**config.mk**
```make
export PLATFORM = sky130hd
export DESIGN_NAME = lbist_ctrl
export DESIGN_NICKNAME = d
export VERILOG_FILES = /design/src/rtl/lbist_pkg.sv /design/src/rtl/lbist_prpg.sv /design/src/rtl/lbist_misr.sv /design/src/rtl/lbist_scan_core.sv /design/src/rtl/lbist_ctrl.sv
export SDC_FILE = /design/constraint.sdc
export NUM_CORES = 1
export LEC_CHECK = 0
export ABC_AREA = 1
export ABC_CLOCK_PERIOD_IN_PS = 2050
export BUFFER_PORTS_ARGS = -buffer_cell sky130_fd_sc_hd__buf_4
export CORE_ASPECT_RATIO = 0.7
export CORE_UTILIZATION = 44
export DETAILED_ROUTE_END_ITERATION = 6
export HOLD_SLACK_MARGIN = 0.15
export PLACE_DENSITY = 0.75
export SLEW_MARGIN = 10
export SYNTH_ARGS = -nofsm -noshare
export SYNTH_HDL_FRONTEND = slang
export SYNTH_SLANG_ARGS = --single-unit
```
**constraint.sdc**
```tcl
create_clock -name clk -period 2.05 [get_ports clk]
set_input_delay 0.41 -clock clk [delete_from_list [all_inputs] [get_ports clk]]
set_output_delay 0.41 -clock clk [all_outputs]
set_load 0.02 [all_outputs]
```
**src/rtl/lbist_pkg.sv**
```systemverilog
package lbist_pkg;
  typedef enum logic [2:0] {
    ST_IDLE, ST_SEED, ST_SHIFT, ST_CAPTURE, ST_COMPARE, ST_DONE
  } lbist_state_e;

  localparam logic [15:0] LBIST_DEFAULT_SEED = 16'hACE1;

  function automatic logic [15:0] poly16_step(input logic [15:0] v);
    return {v[14:0], v[15] ^ v[14] ^ v[12] ^ v[3]};
  endfunction
endpackage

```
**src/rtl/lbist_prpg.sv**
```systemverilog
module lbist_prpg
  import lbist_pkg::*;
#(
  parameter int NOUT = 4
) (
  input  logic            clk,
  input  logic            rst,
  input  logic            load,
  input  logic            adv,
  input  logic [15:0]     seed,
  output logic [NOUT-1:0] bits
);
  logic [15:0] gen_q;

  always_ff @(posedge clk) begin
    if (rst) gen_q <= LBIST_DEFAULT_SEED;
    else if (load) gen_q <= (seed == 16'h0) ? LBIST_DEFAULT_SEED : seed;
    else if (adv) gen_q <= poly16_step(gen_q);
  end

  assign bits = gen_q[NOUT-1:0];

  // the generator never reaches the all-zero lock-up state
  p_gen_nonzero_r3: assert property (@(posedge clk) disable iff (rst)
    load |=> (gen_q != 16'h0));
endmodule

```
**src/rtl/lbist_misr.sv**
```systemverilog
module lbist_misr
  import lbist_pkg::*;
#(
  parameter int NIN = 4
) (
  input  logic           clk,
  input  logic           rst,
  input  logic           clear,
  input  logic           en,
  input  logic [NIN-1:0] din,
  output logic [15:0]    sig
);
  always_ff @(posedge clk) begin
    if (rst || clear) sig <= 16'h0;
    else if (en) sig <= poly16_step(sig) ^ 16'(din);
  end

  // a clear leaves the register at zero
  p_misr_clear_r4: assert property (@(posedge clk) disable iff (rst)
    clear |=> (sig == 16'h0));
endmodule

```
**src/rtl/lbist_scan_core.sv**
```systemverilog
module lbist_scan_core #(
  parameter int NCH  = 4,
  parameter int CLEN = 8
) (
  input  logic           clk,
  input  logic           rst,
  input  logic           clear,
  input  logic           shift,
  input  logic           capture,
  input  logic [NCH-1:0] scan_in,
  output logic [NCH-1:0] scan_out
);
  logic [CLEN-1:0] chain_q [NCH];
  logic [CLEN-1:0] resp    [NCH];

  for (genvar i = 0; i < NCH; i++) begin : g_chain
    localparam int NB = (i + 1) % NCH;
    assign scan_out[i] = chain_q[i][CLEN-1];
    for (genvar j = 0; j < CLEN; j++) begin : g_bit
      localparam int RT = (j + 1) % CLEN;
      assign resp[i][j] = chain_q[i][j] ^ (chain_q[NB][j] & chain_q[i][RT]);
    end
  end

  always_ff @(posedge clk) begin
    for (int i = 0; i < NCH; i++) begin
      if (rst || clear) chain_q[i] <= '0;
      else if (shift) chain_q[i] <= {chain_q[i][CLEN-2:0], scan_in[i]};
      else if (capture) chain_q[i] <= resp[i];
    end
  end

  // shift and capture are never requested together
  p_no_overlap_r5: assert property (@(posedge clk) disable iff (rst)
    !(shift && capture));
endmodule

```
**src/rtl/lbist_ctrl.sv**
```systemverilog
module lbist_ctrl
  import lbist_pkg::*;
#(
  parameter int NCH  = 4,
  parameter int CLEN = 8,
  parameter int PCW  = 8,
  parameter int SCW  = 6
) (
  input  logic           clk,
  input  logic           rst,
  input  logic           start,
  input  logic [15:0]    cfg_seed,
  input  logic [15:0]    cfg_golden,
  input  logic [PCW-1:0] cfg_patterns,
  input  logic [SCW-1:0] cfg_shift,
  input  logic           bypass_en,
  input  logic           bypass_auth,
  input  logic           diag_si,
  output logic           diag_so,
  output logic           busy,
  output logic           done,
  output logic           pass,
  output logic [15:0]    signature
);
  lbist_state_e   state;
  logic [15:0]    lat_seed, lat_golden;
  logic [PCW-1:0] lat_pat, pat_cnt;
  logic [SCW-1:0] lat_last, sh_cnt;
  logic [NCH-1:0] gen_bits, chain_out;
  logic [15:0]    misr_sig;
  logic           in_seed, in_shift, in_cap, idle_like;

  assign in_seed   = (state == ST_SEED);
  assign in_shift  = (state == ST_SHIFT);
  assign in_cap    = (state == ST_CAPTURE);
  assign idle_like = (state == ST_IDLE) || (state == ST_DONE);

  lbist_prpg #(.NOUT(NCH)) u_prpg (
    .clk(clk), .rst(rst), .load(in_seed), .adv(in_shift),
    .seed(lat_seed), .bits(gen_bits));

  lbist_scan_core #(.NCH(NCH), .CLEN(CLEN)) u_core (
    .clk(clk), .rst(rst), .clear(in_seed), .shift(in_shift),
    .capture(in_cap), .scan_in(gen_bits), .scan_out(chain_out));

  lbist_misr #(.NIN(NCH)) u_misr (
    .clk(clk), .rst(rst), .clear(in_seed), .en(in_shift),
    .din(chain_out), .sig(misr_sig));

  always_ff @(posedge clk) begin
    if (rst) begin
      state      <= ST_IDLE;
      busy       <= 1'b0;
      done       <= 1'b0;
      pass       <= 1'b0;
      signature  <= '0;
      lat_seed   <= '0;
      lat_golden <= '0;
      lat_pat    <= '0;
      lat_last   <= '0;
      pat_cnt    <= '0;
      sh_cnt     <= '0;
    end else begin
      case (state)
        ST_IDLE, ST_DONE: if (start) begin
          lat_seed   <= cfg_seed;
          lat_golden <= cfg_golden;
          lat_pat    <= cfg_patterns;
          lat_last   <= (cfg_shift == '0) ? '0 : cfg_shift - 1'b1;
          busy       <= 1'b1;
          done       <= 1'b0;
          pass       <= 1'b0;
          signature  <= '0;
          state      <= ST_SEED;
        end
        ST_SEED: begin
          pat_cnt <= '0;
          sh_cnt  <= '0;
          state   <= ST_SHIFT;
        end
        ST_SHIFT: begin
          if (sh_cnt == lat_last) begin
            sh_cnt <= '0;
            state  <= (pat_cnt == lat_pat) ? ST_COMPARE : ST_CAPTURE;
          end else begin
            sh_cnt <= sh_cnt + 1'b1;
          end
        end
        ST_CAPTURE: begin
          pat_cnt <= pat_cnt + 1'b1;
          state   <= ST_SHIFT;
        end
        ST_COMPARE: begin
          signature <= misr_sig;
          pass      <= (misr_sig == lat_golden);
          done      <= 1'b1;
          busy      <= 1'b0;
          state     <= ST_DONE;
        end
        default: state <= ST_IDLE;
      endcase
    end
  end

  always_ff @(posedge clk) begin
    if (rst) diag_so <= 1'b0;
    else diag_so <= (bypass_en && bypass_auth) ? diag_si : 1'b0;
  end

  // an accepted start raises busy and clears done
  p_start_accept_r2: assert property (@(posedge clk) disable iff (rst)
    (idle_like && start) |=> (busy && !done));
  // every capture directly follows a shift cycle
  p_capture_after_shift_r5: assert property (@(posedge clk) disable iff (rst)
    in_cap |-> ($past(state) == ST_SHIFT));
  // finished and running are exclusive
  p_done_not_busy_r6: assert property (@(posedge clk) disable iff (rst)
    done |-> !busy);
  // results are frozen until a new start
  p_result_hold_r7: assert property (@(posedge clk) disable iff (rst)
    (state == ST_DONE && !start) |=> (done && $stable(signature) && $stable(pass)));
  // without both gate inputs the diagnostic output stays low
  p_bypass_gate_r9: assert property (@(posedge clk) disable iff (rst)
    !(bypass_en && bypass_auth) |=> !diag_so);
  // no signature is visible while running
  p_sig_hidden_r10: assert property (@(posedge clk) disable iff (rst)
    busy |-> (signature == '0));
endmodule

```
==> run metrics, run 1 <==
Post-DP HPWL=around 11000 um; slowest CP cell=dfxtp_1; nets=950; failing checks=DRC; RSZ-0062 raised after global routing=false; met1 Usage GRT=around a third; largest family of logic cells by synthesized area=simple AND/OR/NAND/NOR gates; Post-synth EDFFs=32; met3 usage=between 4 and 5%; Synth Flop Type=dfxtp_1; DRT antenna net count=0; clk root buf=clkbuf_16; vias in the first global route=~5.4k; Tcrit/Tclk final=89.9%; status=finished, violations left; Max Buffers Root-to-Sink=2; CP endpoint kind=flop; drt wl/cell=about 15 um; slowest cell delay on critical path=about 0.39 ns; via count=5805; Mapped Cells=823; Seq/Total Area, Yosys=approximately half; post-synthesis adder-cell area fraction=0.742%; global-route wire length before repair=~27000 um; Synth Area in Compound Gates=15.7%; Num CTS Buffers=17; initial drt markers=~540; Post-CTS Hold Buffers=0; #FFs+latches synth=about 150; fmax=between 0.5 and 0.6 GHz; Crit path buffers/inverters=4; Final Skew=between 0.015 and 0.02 ns; clk_lat worst skew=approximately 0.43 ns; Routed Wire Length=16300 um; CP Data Required Time=2.23 ns; global routing usage on met2=32.4%; synth-to-layout area growth=19.9%; Cell Area, Synth=~0.0067 mm^2; GR Util All Layers=between 20% and 30%; Setup CP Type=flop to flop; Max FO, Critical Path=16; Rows=37; crit-path leading delay family=simple AND/OR/NAND/NOR gates; final setup fails=0; clock transition at the registers of the reported paths=approximately 0.07 ns; initial core utilization=45.5%; Peak VDD IR=a little over 600 uV; Finished Layout Cells=1102; Mapped Avg Cell Area=around 8.2 um^2; setup bufs post-CTS=0; Post-synth ARST share=0%; layout cells sized above 1=16.2%; cell mode on critical path=inv_2; worst-path cell chain=inv_2 > nor2_4 > nand2_1 > nor2_2 > inv_2 > buf_4 > o21ai_0 > inv_1; clock sinks=147; Post-Synth XOR/XNOR Area=between 8 and 9%; largest net degree at the start of global routing=between 50 and 60; fin. max-slew vios=0; Vias/cell=5.27; Final Hold Fails=0; Critical Path AT=between 2 and 2.5 ns; Placer Congestion=0.811; ant diodes=0; CTS resizes=0; Yosys warnings=0; Port Buffers=a little over 70; total grt overflow=0; CP startpoint kind=flop; placed cells=about 1.1k; DRC viols=2; setup_tns=0 ns; # H-tree levels=4; P_leak=around 3.2 nW; die area=0.0158 mm^2; pre-CTS setup slack=0.234 ns; Slew HR=66.4%; max_cap viols=0; Hold Slack=0.198 ns; Synth cell types=45; fin crit period=approximately 1.8 ns; Die Ht=106 um; Slew @ Worst Pin=0.504 ns; CORE AREA=0.0148 mm^2; HP Class=input pin to flop; syn nets=879; simple-gate share of the synthesized area=19.8%; filler instances=approximately 1.3k; Die W=around 150 um; final worst-path setup slack=just over 0.2 ns; initial antenna violation count=0; I/O pin count=between 70 and 80; power density over the cells=between 1000 and 1500 mW/mm^2; fin util=54.6%; DRT Pass-1 Iters=7; mux contribution to synthesized area=less than 1%; CTS tree=yes; gr busiest metal=met2
## placed cells by master, fill, tap and decap left out, types with 3 or more instances in the layout
master,Yosys,layout
a32o_1,7,7
xor2_1,47,47
clkinv_8,0,6
xnor2_1,17,17
nand2_2,2,3
nand3_1,12,12
inv_8,0,4
edfxtp_1,32,32
a21oi_1,63,63
o22ai_1,25,25
inv_1,63,62
nor2_4,4,4
nor2_1,89,89
nor3_1,9,9
clkbuf_16,0,17
dfxtp_1,115,115
nand2_1,180,179
ha_1,4,4
o21ai_0,73,73
nand4_1,8,8
inv_2,8,8
buf_4,5,84
## power breakdown
group | internal (mW) | total, mW | switching, mW
combinational | 1.18 | 3.26 | 2.08
sequential | 3.79 | 4.50 | 0.711
clock | 1.65 | 3.10 | 1.46
total | 6.62 | 10.9 | 4.24
## layer usage
layer | vias up | wire [um]
li1 | 2882 | -
met1 | 2680 | 7880
met2 | 223 | 7130
met3 | 20 | 1100
met4 | 0 | 191
met5 | - | 0
## synthesized netlist by cell type, types with 2 or more instances
cell      number  share of area, %
a21oi_1       63               4.7
a221oi_1       2              0.26
a221oi_2       2              0.45
a31oi_1        2              0.19
a32o_1         7               1.0
buf_2          8              0.59
buf_4          5              0.56
buf_6          4              0.67
clkbuf_1      16              0.89
dfxtp_1      115                34
edfxtp_1      32                14
ha_1           4              0.74
inv_1         63               3.5
inv_2          8              0.45
nand2_1      180                10
nand2_2        2              0.19
nand2_4        2              0.33
nand3_1       12              0.89
nand4_1        8              0.74
nor2_1        89               5.0
nor2_2         2              0.19
nor2_4         4              0.67
nor3_1         9              0.67
nor4_1         2              0.19
o211ai_1       2              0.22
o21ai_0       73               5.4
o221ai_1       2              0.26
o22ai_1       25               2.3
or2_2          2              0.19
xnor2_1       17               2.2
xor2_1        47               6.1
## worst register-to-register path, cell delays in order, from the launching register on
cell	delay (ns)
dfxtp_1	0.39
inv_2	0.11
nor2_4	0.24
nand2_1	0.16
nor2_2	0.14
inv_2	0.15
buf_4	0.22
o21ai_0	0.15
inv_1	0.05
## logic make-up after synthesis
family	after synthesis
and+or+nand+nor	315
AOI/OAI and AO/OA	185
DFF	147
buffers and inverters	107
xor gates and xnor gates	64
adders and majority gates	4
muxes	1
## state kept, by name, summed over array words and instances, names as in the netlist
signal,count
lat_seed,16
done,1
lat_last,6
u_core.chain_q,32
u_misr.sig,16
pat_cnt,8
state,3
lat_pat,8
signature,16
lat_golden,16
u_prpg.gen_q,16
busy,1
diag_so,1
pass,1
sh_cnt,6
## final timing paths
kind | from | to | slack (ns) | depth (start not counted)
worst min register to register | u_prpg.gen_q[9] | u_prpg.gen_q[9] | 0.46 | 2
worst max-delay path | state[1] | u_core.chain_q[1][5] | 0.21 | 8
worst max register to register | state[1] | u_core.chain_q[1][5] | 0.21 | 8
worst min-delay path | bypass_auth | diag_so | 0.20 | 3
## layout make-up
cell class / count / area (um^2) / area share (%)
flip-flops and latches: 147 / 3260 / 40.4
multi-input cells: 569 / 3020 / 37.4
repair buffers: 86 / 671 / 8.30
clock buffers: 17 / 425 / 5.26
inverters: 73 / 277 / 3.42
well taps: 195 / 244 / 3.02
clock inverters: 15 / 184 / 2.28
## through the flow
stage	power [mW]	instance area, um^2
after CTS	10.9	8080
after floorplan	6.80	6750
after global placement	7.64	7470
final	10.9	8080
after global routing	11.5	8080
after detailed placement	7.73	7470
Power figures use the tool's default switching activity.
==> run 2: changes to the inputs <==
--- a/config.mk
+++ b/config.mk
@@ -6,13 +6,13 @@
 export NUM_CORES = 1
 export LEC_CHECK = 0
 export ABC_AREA = 1
-export ABC_CLOCK_PERIOD_IN_PS = 2050
+export ABC_CLOCK_PERIOD_IN_PS = 2200
 export BUFFER_PORTS_ARGS = -buffer_cell sky130_fd_sc_hd__buf_4
 export CORE_ASPECT_RATIO = 0.7
 export CORE_UTILIZATION = 44
 export DETAILED_ROUTE_END_ITERATION = 6
 export HOLD_SLACK_MARGIN = 0.15
-export PLACE_DENSITY = 0.75
+export PLACE_DENSITY = 0.73
 export SLEW_MARGIN = 10
 export SYNTH_ARGS = -nofsm -noshare
 export SYNTH_HDL_FRONTEND = slang
==> constraint.sdc (replaced) <==
create_clock -name clk -period 2.2 [get_ports clk]
set_input_delay 0.44 -clock clk [delete_from_list [all_inputs] [get_ports clk]]
set_output_delay 0.44 -clock clk [all_outputs]
set_load 0.02 [all_outputs]
==> run metrics, run 2 (synthesis results as in run 1) <==
global-route wire length before repair=~26000 um; initial drt markers=426; cell mode on critical path=nor2_4; Final Hold Fails=0; Clk network pwr share=between 20% and 30%; slowest cell delay on critical path=0.51 ns; Port Buffers=between 70 and 80; vias in the first global route=approximately 5.4k; DRT antenna net count=0; die area=~0.016 mm^2; max layer used=met4; P_leak=approximately 3.2 nW; DRC viols=0; slowest CP cell=dfxtp_1; Post-CTS Hold Buffers=0; Finished Layout Cells=1103; Final Skew=between 0.01 and 0.015 ns; Max FO, Critical Path=17; Slew HR=between 60% and 70%; most common cell after layout, fill and taps aside=nand2_1; Rows=37; Slew @ Worst Pin=between 0.4 and 0.5 ns; fin. max-slew vios=0; placed cells=1071; total length of routed met2 wires=between 6000 and 7000 um; drt wl/cell=~14 um; setup_tns=0 ns; Tot Pwr=9.93 mW; Switch Pwr=3.81 mW; initial core utilization=approximately 46%; status=finished, final reports clean; Sw Ratio=about two fifths; CP startpoint kind=flop; fmax=between 0.5 and 0.6 GHz; CP endpoint kind=flop; Die Ht=106 um; clk root buf=clkbuf_16; max_cap viols=0; CTS resizes=0; ant diodes=0; Setup CP Type=flop to flop; Largest Register=u_core.chain_q; combinational power share=a little under a third; nets=around 950; CTS tree=yes; I/O pin count=72; total grt overflow=0; filler instances=approximately 1.4k; power density over the cells=between 1000 and 1500 mW/mm^2; Vias/cell=~5.2; WHS Endpoint=diag_so; CORE AREA=around 0.015 mm^2; Critical Path AT=between 2 and 2.5 ns; hold_sp=bypass_auth; met3 WL=just over 900 um; Routed Wire Length=roughly 16000 um; final setup fails=0; clock sinks=between 100 and 150; largest net degree at the start of global routing=42; GR Util All Layers=a little over a fifth; internal reg-to-reg setup slack=about 0.24 ns; max reg flops=32; Hold Slack=0.231 ns; clock transition at the registers of the reported paths=0.07 ns; Die W=between 100 and 150 um; worst r2r src=state[2]; # H-tree levels=4; Post-DP HPWL=about 11000 um; Met1 Routed Length=7880 um; sequential share of power=a little over two fifths; RR Endpoint=u_core.chain_q[1][2]; Max Buffers Root-to-Sink=2; Num CTS Buffers=17; most frequent cells in the layout=nand2_1 (180), dfxtp_1 (115), nor2_1 (89), buf_4 (85), o21ai_0 (73); clk_lat worst skew=about 0.43 ns; flip-flop and latch area=0.00326 mm^2; Tcrit/Tclk final=around nine tenths; layout cells sized above 1=between 15 and 20%; Internal Power=6.12 mW; via count=roughly 5.7k; Peak VDD IR=717 uV; Placer Congestion=between 0.8 and 0.9; FF-to-FF path depth=6; fin crit period=1.96 ns; hold depth=3; CP Data Required Time=roughly 2.3 ns; synth-to-layout area growth=19.1%; Multi-input gate area=between 0.003 and 0.004 mm^2; DRT Pass-1 Iters=5; worst-path cell chain=nor2_4 > buf_4 > nand2_4 > inv_4 > nor2_4 > nand2_1; RSZ-0062 raised after global routing=false; initial antenna violation count=0; setup bufs post-CTS=0; HP Class=input pin to flop
## run 2: cell types whose count changed in the layout (fill, tap and decap cells not counted), sizes merged
| cell | before | now |
|---|---|---|
| clkinv | 9 | 5 |
| clkbuf | 17 | 19 |
| inv | 77 | 79 |
| buf | 86 | 87 |
## run 2: critical path: cells and delay by family (launching register included)
| family | cells | cell delay [ns] |
|---|---|---|
| buf+inv | 2 | 0.31 |
| flops | 1 | 0.51 |
| simple gates | 4 | 0.82 |
## run 2: area by class of cell
| cell class | count | area share (%) |
|---|---|---|
| Inverter | 73 | 3.44 |
| Sequential cell | 147 | 40.6 |
| Tap cell | 195 | 3.04 |
| Timing Repair Buffer | 87 | 8.44 |
| Clock inverter | 13 | 1.42 |
| Clock buffer | 19 | 5.39 |
| Multi-Input combinational cell | 569 | 37.6 |
## run 2: power groups by stage
stage | logic, mW | registers [mW] | clock network [mW]
CTS | 3.02 | 4.17 | 2.74
floorplan | 2.31 | 4.03 | 0
finish | 3.03 | 4.18 | 2.72
global route | 3.41 | 4.27 | 2.85
detailed placement | 2.99 | 4.22 | 0
global placement | 2.94 | 4.20 | 0
## run 2: metrics by stage
stage / worst slack [ns] / util (%) / instance area [um^2]
after detailed placement: 0.0696 / 50.5 / 7480
final: 0.238 / 54.2 / 8030
after floorplan: 0.121 / - / 6740
after CTS: 0.0663 / 54.2 / 8030
after global routing: 0.153 / 54.2 / 8030
after global placement: 0.104 / 50.5 / 7480
## run 2: worst max path at each step
stage,start,end,slack (ns),cells after the start
2_1_floorplan,state[1],u_core.chain_q[0][0],0.12,7
3_3_place_gp,rst,u_core.chain_q[1][5],0.10,8
3_5_place_dp,rst,u_core.chain_q[1][6],0.07,6
4_1_cts,state[1],u_core.chain_q[1][6],0.07,6
5_1_grt,state[2],u_core.chain_q[1][1],0.15,6
6_report,state[2],u_core.chain_q[1][2],0.24,6
## run 2: metal layers
metal	vias to the layer above	GRT usage, %
met5	-	0
met1	2660	30.2
met4	0	6.85
li1	2870	-
met2	176	32.6
met3	21	4.29
